`config.mk`:
```
export PLATFORM = sky130hd
export DESIGN_NAME = seqenc_link
export DESIGN_NICKNAME = d
export VERILOG_FILES = /design/src/rtl/seqenc_pkg.sv /design/src/rtl/seqenc_rst_sync.sv /design/src/rtl/seqenc_tx.sv /design/src/rtl/seqenc_rx.sv /design/src/rtl/seqenc_link.sv
export SDC_FILE = /design/constraint.sdc
export NUM_CORES = 1
export LEC_CHECK = 0
export CORE_ASPECT_RATIO = 1.5
export CORE_MARGIN = 2
export CORE_UTILIZATION = 49
export CTS_BUF_LIST = sky130_fd_sc_hd__clkbuf_4 sky130_fd_sc_hd__clkbuf_8 sky130_fd_sc_hd__clkbuf_16
export DETAILED_ROUTE_END_ITERATION = 16
export PLACE_DENSITY = 0.77
export SYNTH_ARGS = -nofsm -noshare
export SYNTH_HDL_FRONTEND = slang
export SYNTH_SLANG_ARGS = --single-unit
export TNS_END_PERCENT = 10
```
`constraint.sdc`:
```
create_clock -name clk -period 2.9 [get_ports clk]
set_clock_uncertainty 0.05 [all_clocks]
set_input_delay 0.29 -clock clk [delete_from_list [all_inputs] [get_ports clk]]
set_output_delay 0.29 -clock clk [all_outputs]
set_load 0.02 [all_outputs]
```
`src/rtl/seqenc_pkg.sv`:
```
package seqenc_pkg;
  typedef enum logic {
    LINE_RAW = 1'b0,
    LINE_SEQ = 1'b1
  } inc_mode_e;
endpackage

```
`src/rtl/seqenc_rst_sync.sv`:
```
module seqenc_rst_sync #(
  parameter int STAGES = 2
) (
  input  logic clk,
  input  logic rst_n,
  output logic rst_n_sync
);
  logic [STAGES-1:0] chain_q;

  always_ff @(posedge clk or negedge rst_n) begin
    if (!rst_n) chain_q <= '0;
    else        chain_q <= {chain_q[STAGES-2:0], 1'b1};
  end

  assign rst_n_sync = chain_q[STAGES-1];
endmodule

```
`src/rtl/seqenc_tx.sv`:
```
module seqenc_tx
  import seqenc_pkg::*;
#(
  parameter int ADDR_W = 32,
  parameter int STRIDE = 1
) (
  input  logic              clk,
  input  logic              rst_n,
  input  logic              in_valid,
  input  logic [ADDR_W-1:0] in_addr,
  output logic [ADDR_W-1:0] bus_addr,
  output logic              bus_inc,
  output logic              bus_valid
);
  localparam logic [ADDR_W-1:0] STEP = ADDR_W'(STRIDE);

  logic [ADDR_W-1:0] addr_q, addr_d;
  logic [ADDR_W-1:0] last_q, last_d;
  inc_mode_e         inc_q, inc_d;
  logic              valid_q;
  logic              load_en;
  logic [ADDR_W-1:0] predicted;

  assign load_en   = in_valid;
  assign predicted = last_q + STEP;

  always_comb begin
    addr_d = addr_q;
    inc_d  = inc_q;
    last_d = last_q;
    if (in_valid) begin
      last_d = in_addr;
      if (in_addr == predicted) begin
        inc_d = LINE_SEQ;
      end else begin
        inc_d  = LINE_RAW;
        addr_d = in_addr;
      end
    end
  end

  always_ff @(posedge clk or negedge rst_n) begin
    if (!rst_n) begin
      addr_q  <= '0;
      last_q  <= '0;
      inc_q   <= LINE_RAW;
      valid_q <= 1'b0;
    end else begin
      valid_q <= in_valid;
      if (load_en) begin
        addr_q <= addr_d;
        last_q <= last_d;
        inc_q  <= inc_d;
      end
    end
  end

  assign bus_addr  = addr_q;
  assign bus_inc   = inc_q;
  assign bus_valid = valid_q;


  seq_hold_chk: assert property (@(posedge clk) disable iff (!rst_n)
    (bus_valid && bus_inc) |-> $stable(bus_addr));


  raw_send_chk: assert property (@(posedge clk) disable iff (!rst_n)
    in_valid |=> (bus_valid && (bus_inc || bus_addr == $past(in_addr))));


  tx_idle_chk: assert property (@(posedge clk) disable iff (!rst_n)
    !in_valid |=> (!bus_valid && $stable(bus_addr) && $stable(bus_inc)));
endmodule

```
`src/rtl/seqenc_rx.sv`:
```
module seqenc_rx
  import seqenc_pkg::*;
#(
  parameter int ADDR_W = 32,
  parameter int STRIDE = 1
) (
  input  logic              clk,
  input  logic              rst_n,
  input  logic              bus_valid,
  input  logic [ADDR_W-1:0] bus_addr,
  input  logic              bus_inc,
  output logic              out_valid,
  output logic [ADDR_W-1:0] out_addr
);
  localparam logic [ADDR_W-1:0] STEP = ADDR_W'(STRIDE);

  logic [ADDR_W-1:0] rec_q, rec_d;
  logic              ov_q;
  logic              load_en;
  inc_mode_e         mode;

  assign load_en = bus_valid;
  assign mode    = inc_mode_e'(bus_inc);

  always_comb begin
    rec_d = rec_q;
    if (bus_valid) begin
      if (mode == LINE_SEQ) rec_d = rec_q + STEP;
      else                  rec_d = bus_addr;
    end
  end

  always_ff @(posedge clk or negedge rst_n) begin
    if (!rst_n) begin
      rec_q <= '0;
      ov_q  <= 1'b0;
    end else begin
      ov_q <= bus_valid;
      if (load_en) rec_q <= rec_d;
    end
  end

  assign out_valid = ov_q;
  assign out_addr  = rec_q;


  rx_raw_chk: assert property (@(posedge clk) disable iff (!rst_n)
    (bus_valid && !bus_inc) |=> (out_valid && out_addr == $past(bus_addr)));


  rx_idle_chk: assert property (@(posedge clk) disable iff (!rst_n)
    !bus_valid |=> (!out_valid && $stable(out_addr)));
endmodule

```
`src/rtl/seqenc_link.sv`:
```
module seqenc_link #(
  parameter int ADDR_W      = 32,
  parameter int STRIDE      = 1,
  parameter int SYNC_STAGES = 2
) (
  input  logic              clk,
  input  logic              rst_n,
  input  logic              in_valid,
  input  logic [ADDR_W-1:0] in_addr,
  output logic [ADDR_W-1:0] bus_addr,
  output logic              bus_inc,
  output logic              bus_valid,
  output logic              out_valid,
  output logic [ADDR_W-1:0] out_addr
);
  logic rst_n_int;

  seqenc_rst_sync #(.STAGES(SYNC_STAGES)) u_rst (
    .clk        (clk),
    .rst_n      (rst_n),
    .rst_n_sync (rst_n_int)
  );

  seqenc_tx #(.ADDR_W(ADDR_W), .STRIDE(STRIDE)) u_tx (
    .clk       (clk),
    .rst_n     (rst_n_int),
    .in_valid  (in_valid),
    .in_addr   (in_addr),
    .bus_addr  (bus_addr),
    .bus_inc   (bus_inc),
    .bus_valid (bus_valid)
  );

  seqenc_rx #(.ADDR_W(ADDR_W), .STRIDE(STRIDE)) u_rx (
    .clk       (clk),
    .rst_n     (rst_n_int),
    .bus_valid (bus_valid),
    .bus_addr  (bus_addr),
    .bus_inc   (bus_inc),
    .out_valid (out_valid),
    .out_addr  (out_addr)
  );
endmodule

```
==> results of run 1 <==
-- metrics by stage --
step / hold slack, ns / power (mW) / cells / util
3_5_place_dp: 0.193 / 2.80 / 906 / 0.608
5_1_grt: 0.0395 / 4.17 / 923 / 0.633
3_3_place_gp: 0.190 / 2.77 / 906 / 0.608
6_report: 0.0457 / 3.99 / 923 / 0.633
2_1_floorplan: -0.0556 / 2.34 / 673 / -
4_1_cts: 0.0430 / 4.01 / 921 / 0.631
-- cell families after synthesis --
family                   after synthesis  synth area share
flip-flops                           101             0.398
buffers and inverters                 68            0.0420
AND/OR/NAND/NOR                      228             0.214
XOR/XNOR                              42            0.0579
other                                  1          0.000591
multiplexers                          38            0.0656
AO/OA/AOI/OAI                        193             0.218
adder cells (fa/ha/maj)                2           0.00394
-- cell usage after synthesis, types with 4 or more instances --
master	number	area, sq um
and3_1	8	50.1
nor4_1	8	50.1
mux2_2	29	327
a21oi_1	43	215
dfrtp_1	101	2530
mux2i_1	9	90.1
buf_1	9	33.8
xnor2_1	23	201
buf_2	7	35.0
or3_1	4	25.0
nor2b_1	35	219
nand3_1	28	140
and4_1	7	61.3
o22ai_1	21	131
a31o_1	29	254
nor2_1	20	75.1
a31oi_1	5	31.3
nor4b_1	31	272
a21boi_0	4	30.0
o21ai_0	29	145
nor3_1	7	35.0
nand4_1	16	100
clkbuf_1	36	135
o211ai_1	4	30.0
xor2_1	19	166
a41o_1	33	330
inv_1	14	52.6
nand2_1	48	180
-- per-layer routing --
layer | vias up | GRT usage | share of wire
li1 | 2742 | - | -
met1 | 2889 | 0.300 | 0.41
met2 | 223 | 0.433 | 0.52
met3 | 39 | 0.0394 | 0.049
met4 | 0 | 0.0904 | 0.025
met5 | - | 0 | 0
-- final cells by class --
cell class	count	area [sq um]
clock buffer	11	240
clock inverter	4	50.0
fill	1051	4610
inverter	14	52.6
multi-input combinational	504	3590
sequential	101	2530
tap	156	195
timing repair buffer	133	1310
-- worst max-delay path: stages, from the launching register on --
cell	delay, ns
dfrtp_1	0.43
ha_1	0.29
nand2_1	0.18
nor4_1	0.35
buf_4	0.20
nand3_1	0.07
a22oi_1	0.19
and4_1	0.29
nand4_2	0.12
buf_12	0.20
a31o_2	0.25
-- power by group --
part           internal (mW)  total, mW  switching, mW
Sequential              1.55       1.74          0.194
Combinational          0.507       1.05          0.540
Clock                  0.682       1.20          0.519
-- timing repair --
action,CTS,global route
gates resized for setup,0,5
endpoints found under the setup margin,0,32
buffers inserted,0,2
-- state kept, by name, indices dropped and copies added (netlist names) --
name,count
u_tx.last_q,32
u_rst.chain_q,2
u_tx.bus_inc,1
u_tx.bus_addr,32
u_tx.bus_valid,1
u_rx.out_addr,32
u_rx.out_valid,1
-- worst paths after layout --
path / startpoint / to
worst max register to register: u_tx.last_q[0] / u_tx.bus_addr[0]
worst min register to register: u_rst.chain_q[1] / u_tx.last_q[27]
worst max-delay path: u_tx.last_q[0] / u_tx.bus_addr[0]
max in group asynchronous: u_rst.chain_q[1] / u_tx.bus_valid
worst min-delay path: rst_n / u_rst.chain_q[1]
min in group clk: in_valid / u_tx.bus_valid
==> flow_metrics.py, run 1 <==
metrics = {
    "outcome": {
        "outcome": "completed",
    },
    "route": {
        "drt_pass1_iterations": 5,
        "vias": 5893,
        "drtAntennaViolNets": 0,
        "drc": 0,
        "post_drt_wl_per_cell_microns": 18.7,
        "first_iter_violations": 476,
        "wl_mm": 17.3,
        "via_per_inst": 6.38,
    },
    "job": {
        "drv_cap": 0,
    },
    "critical_path": {
        "crit_path_end_kind": "flop",
        "cp.arrival_ns": 2.93,
        "crit_path_start_kind": "flop",
        "regToRegSetupSlack_ns": 0.15,
        "critical_path_required_ns": 3.09,
        "rr_worst_depth": 10,
        "crit_fanout": 33,
        "worstSetupPathType": "flop to flop",
    },
    "power_and_ir_drop": {
        "pwr_density_cell_nw_per_um2": 501,
        "power.leakage_nw": 3.21,
        "ir_drop_uv": 259,
    },
    "logic_synthesis": {
        "synthFlopType": "dfrtp_1",
        "ys_ff_latch": 101,
        "synth-edff-count": 0,
        "yosysSeqAreaShare": 0.398,
        "synth_fp_nets": 710,
        "synthArstFlopShare": 1.00,
        "synth_area_per_cell_sq_um": 9.43,
        "syn_inst": 673,
        "ys_warn_count": 0,
        "syn_area_sq_um": 6350,
        "ys_types": 59,
    },
    "sta": {
        "tns_ns": 0,
        "slew_viol_final": 0,
        "worst_pin_slew_ns": 0.569,
        "setup_viol": 0,
        "min_period_ns": 2.75,
        "period_share": 0.947,
        "fin_ws_ns": 0.155,
        "max_freq_mhz": 364,
        "hold_viol_final": 0,
        "slew_headroom": 0.616,
    },
    "die": {
        "coreArea_sq_um": 12600,
        "dieHeight_microns": 143,
        "start_util": 0.505,
        "io_pins": 102,
        "rows": 50,
        "die_area_sq_um": 13900,
        "fp.dieW_microns": 96.9,
    },
    "cells_and_area": {
        "n_antenna_cell": 0,
        "final_cell_area_sq_um": 7970,
        "nets": 800,
        "syn_to_final_growth_pct": 25.5,
        "drive_gt1_frac": 0.123,
        "final_cell_mix": "100 x clkdlybuf4s50_1, 97 x dfrtp_1, 48 x nand2_1, 43 x a21oi_1, 35 x nor2b_1",
        "final_common_cell": "clkdlybuf4s50_1",
    },
    "global_routing": {
        "grt_pass1_wl_mm": 27.7,
        "grtUsageTotal": 0.244,
        "antenna_found_initial": 0,
        "grt_pass1_vias": 5423,
        "overflow": 0,
        "grt_max_degree": 76,
    },
    "hold_path": {
        "min_path_type": "input pin to async pin",
    },
    "cts": {
        "clk_latency_ns": 0.35,
        "clockBufferDepth": 2,
        "postCtsHoldBufs": 0,
        "h-tree-depth": 3,
        "cts_buffers": 9,
        "cts_root_buf": "clkbuf_16",
        "clk_pin_slew_worst_paths_ns": 0.07,
        "cts.sink_count": 101,
        "cts_tree": "done",
    },
    "placement": {
        "place.gp.congestion": 0.901,
        "hpwl_mm": 12.3,
        "port-buffer-count": 101,
        "place_ws_ns": -0.173,
        "dpl_cell_area_sq_um": 7640,
    },
}
Power figures use the tool's default switching activity.
==> inputs of run 2 (changes only) <==
--- a/config.mk
+++ b/config.mk
@@ -6,7 +6,7 @@
 export NUM_CORES = 1
 export LEC_CHECK = 0
 export CORE_ASPECT_RATIO = 1.5
-export CORE_MARGIN = 2
+export CORE_MARGIN = 8
 export CORE_UTILIZATION = 49
 export CTS_BUF_LIST = sky130_fd_sc_hd__clkbuf_4 sky130_fd_sc_hd__clkbuf_8 sky130_fd_sc_hd__clkbuf_16
 export DETAILED_ROUTE_END_ITERATION = 16
==> flow_metrics.py, run 2 (synthesis results as in run 1) <==
metrics = {
    "die": {
        "fp.dieW_microns": 109,
        "die_area_sq_um": 16900,
        "io_pins": 102,
        "start_util": 0.495,
        "coreArea_sq_um": 12800,
        "dieHeight_microns": 155,
        "rows": 51,
    },
    "sta": {
        "min_period_ns": 2.75,
        "max_freq_mhz": 364,
        "period_share": 0.948,
        "setup_viol": 0,
        "slew_headroom": 0.562,
        "worst_pin_slew_ns": 0.657,
        "slew_viol_final": 0,
        "rsz0062_at_grt": "false",
        "tns_ns": 0,
        "fin_ws_ns": 0.152,
        "hold_viol_final": 0,
        "fin_hold_ws_ns": 0.0579,
    },
    "cells_and_area": {
        "final_cell_mix": "100 x clkdlybuf4s50_1, 98 x dfrtp_1, 48 x nand2_1, 43 x a21oi_1, 35 x nor2b_1",
        "final_cell_area_sq_um": 8050,
        "n_antenna_cell": 0,
        "drive_gt1_frac": 0.128,
        "syn_to_final_growth_pct": 26.7,
        "final_common_cell": "clkdlybuf4s50_1",
        "nets": 803,
    },
    "cts": {
        "post_cts_buffers": 0,
        "clockBufferDepth": 2,
        "cts_buffers": 9,
        "cts_tree": "done",
        "h-tree-depth": 3,
        "clk_pin_slew_worst_paths_ns": 0.07,
        "postCtsHoldBufs": 0,
        "cts.sink_count": 101,
        "post_cts_resized": 0,
        "clk_latency_ns": 0.35,
        "cts_root_buf": "clkbuf_16",
    },
    "placement": {
        "port-buffer-count": 101,
        "place_ws_ns": -0.146,
        "hpwl_mm": 13.4,
        "place.gp.congestion": 0.896,
        "dpl_cell_area_sq_um": 7690,
    },
    "job": {
        "drv_cap": 0,
    },
    "critical_path": {
        "crit_buf_inv": 3,
        "crit_path_start_kind": "flop",
        "crit_path_end_kind": "flop",
        "worstSetupPathType": "flop to flop",
        "crit_chain": "nand4_1 -> buf_4 -> nor4_2 -> buf_4 -> a31oi_1 -> a31oi_1 -> nor4b_4 -> buf_6 -> a41o_1 -> a31o_2",
        "crit_path_max_incr_delay_ns": 0.46,
        "crit_fanout": 32,
        "reg2reg_to": "u_tx.bus_addr[1]",
        "regToRegSetupSlack_ns": 0.15,
        "cp_top_family": "compound AO/OA/AOI/OAI gates",
        "worst_path_max_delay_cell": "dfrtp_1",
        "rr_worst_depth": 10,
        "worstReg2RegStart": "u_tx.last_q[9]",
        "cp.arrival_ns": 2.93,
        "critical_path_required_ns": 3.09,
    },
    "route": {
        "vias": 5872,
        "wl_mm": 18.4,
        "via_per_inst": 6.31,
        "post_drt_wl_per_cell_microns": 19.7,
        "drtAntennaViolNets": 0,
        "first_iter_violations": 367,
        "drc": 0,
        "drt_pass1_iterations": 6,
    },
    "power_and_ir_drop": {
        "pwr_density_cell_nw_per_um2": 512,
        "ir_drop_uv": 349,
        "finalPower_mw": 4.12,
        "power.leakage_nw": 3.24,
    },
    "global_routing": {
        "grt_pass1_wl_mm": 29.7,
        "antenna_found_initial": 0,
        "overflow": 0,
        "grtUsageTotal": 0.216,
        "grt_pass1_vias": 5832,
        "grt_max_degree": 65,
    },
    "hold_path": {
        "min_path_type": "input pin to async pin",
    },
    "outcome": {
        "outcome": "completed",
    },
}
run 2: changes by cell type in the layout (fill, tap and decap cells not counted), sizes merged:
| cell | change |
|---|---|
| clkinv | +2 |
| clkbuf | -1 |
| bufinv | +1 |
| clkinvlp | -1 |
| buf | +3 |
run 2: worst max path at each step:
stage	depth (start not counted)	startpoint	end	slack, ns
after CTS	10	u_tx.last_q[0]	u_tx.bus_addr[1]	0.09
after floorplan	9	u_tx.last_q[4]	u_tx.bus_addr[10]	0.30
after global routing	10	u_tx.last_q[0]	u_tx.bus_addr[1]	0.001
final	10	u_tx.last_q[9]	u_tx.bus_addr[1]	0.15
after global placement	9	in_addr[22]	u_tx.bus_addr[3]	-0.07
after detailed placement	9	in_addr[22]	u_tx.bus_addr[4]	-0.15
run 2: power breakdown:
group          internal, mW  switching [mW]  total [mW]  leakage [nW]
combinational         0.508           0.546        1.05          1.90
sequential             1.55           0.199        1.75          1.19
clock                 0.779           0.543        1.32         0.158
total                  2.83            1.29        4.12          3.24
run 2: worst register-to-register path: stages, from the launching register on:
cell and delay [ns]:
dfrtp_1 0.46, nand4_1 0.28, buf_4 0.25, nor4_2 0.29, buf_4 0.20, a31oi_1 0.09, a31oi_1 0.25, nor4b_4 0.09
buf_6 0.21, a41o_1 0.27, a31o_2 0.20
run 2: cell type report:
| class | count | area, sq um |
|---|---|---|
| fill | 1034 | 4780 |
| multi-input combinational | 504 | 3600 |
| sequential | 101 | 2530 |
| timing repair buffer | 136 | 1340 |
| clock buffer | 10 | 239 |
| tap | 159 | 199 |
| clock inverter | 6 | 86.3 |
| inverter | 14 | 52.6 |
run 2: metal layers:
metal / wire length, microns / vias up / global-route usage
met3: 934 / 38 / 0.0273
met1: 7280 / 2908 / 0.257
met2: 9580 / 173 / 0.379
li1: - / 2753 / -
met5: 0 / - / 0
met4: 566 / 0 / 0.0884
run 2: metrics by stage:
stage / instances / utilization
after CTS: 930 / 0.625
after detailed placement: 914 / 0.600
final: 930 / 0.627
after floorplan: 673 / -
after global routing: 930 / 0.627
after global placement: 914 / 0.600
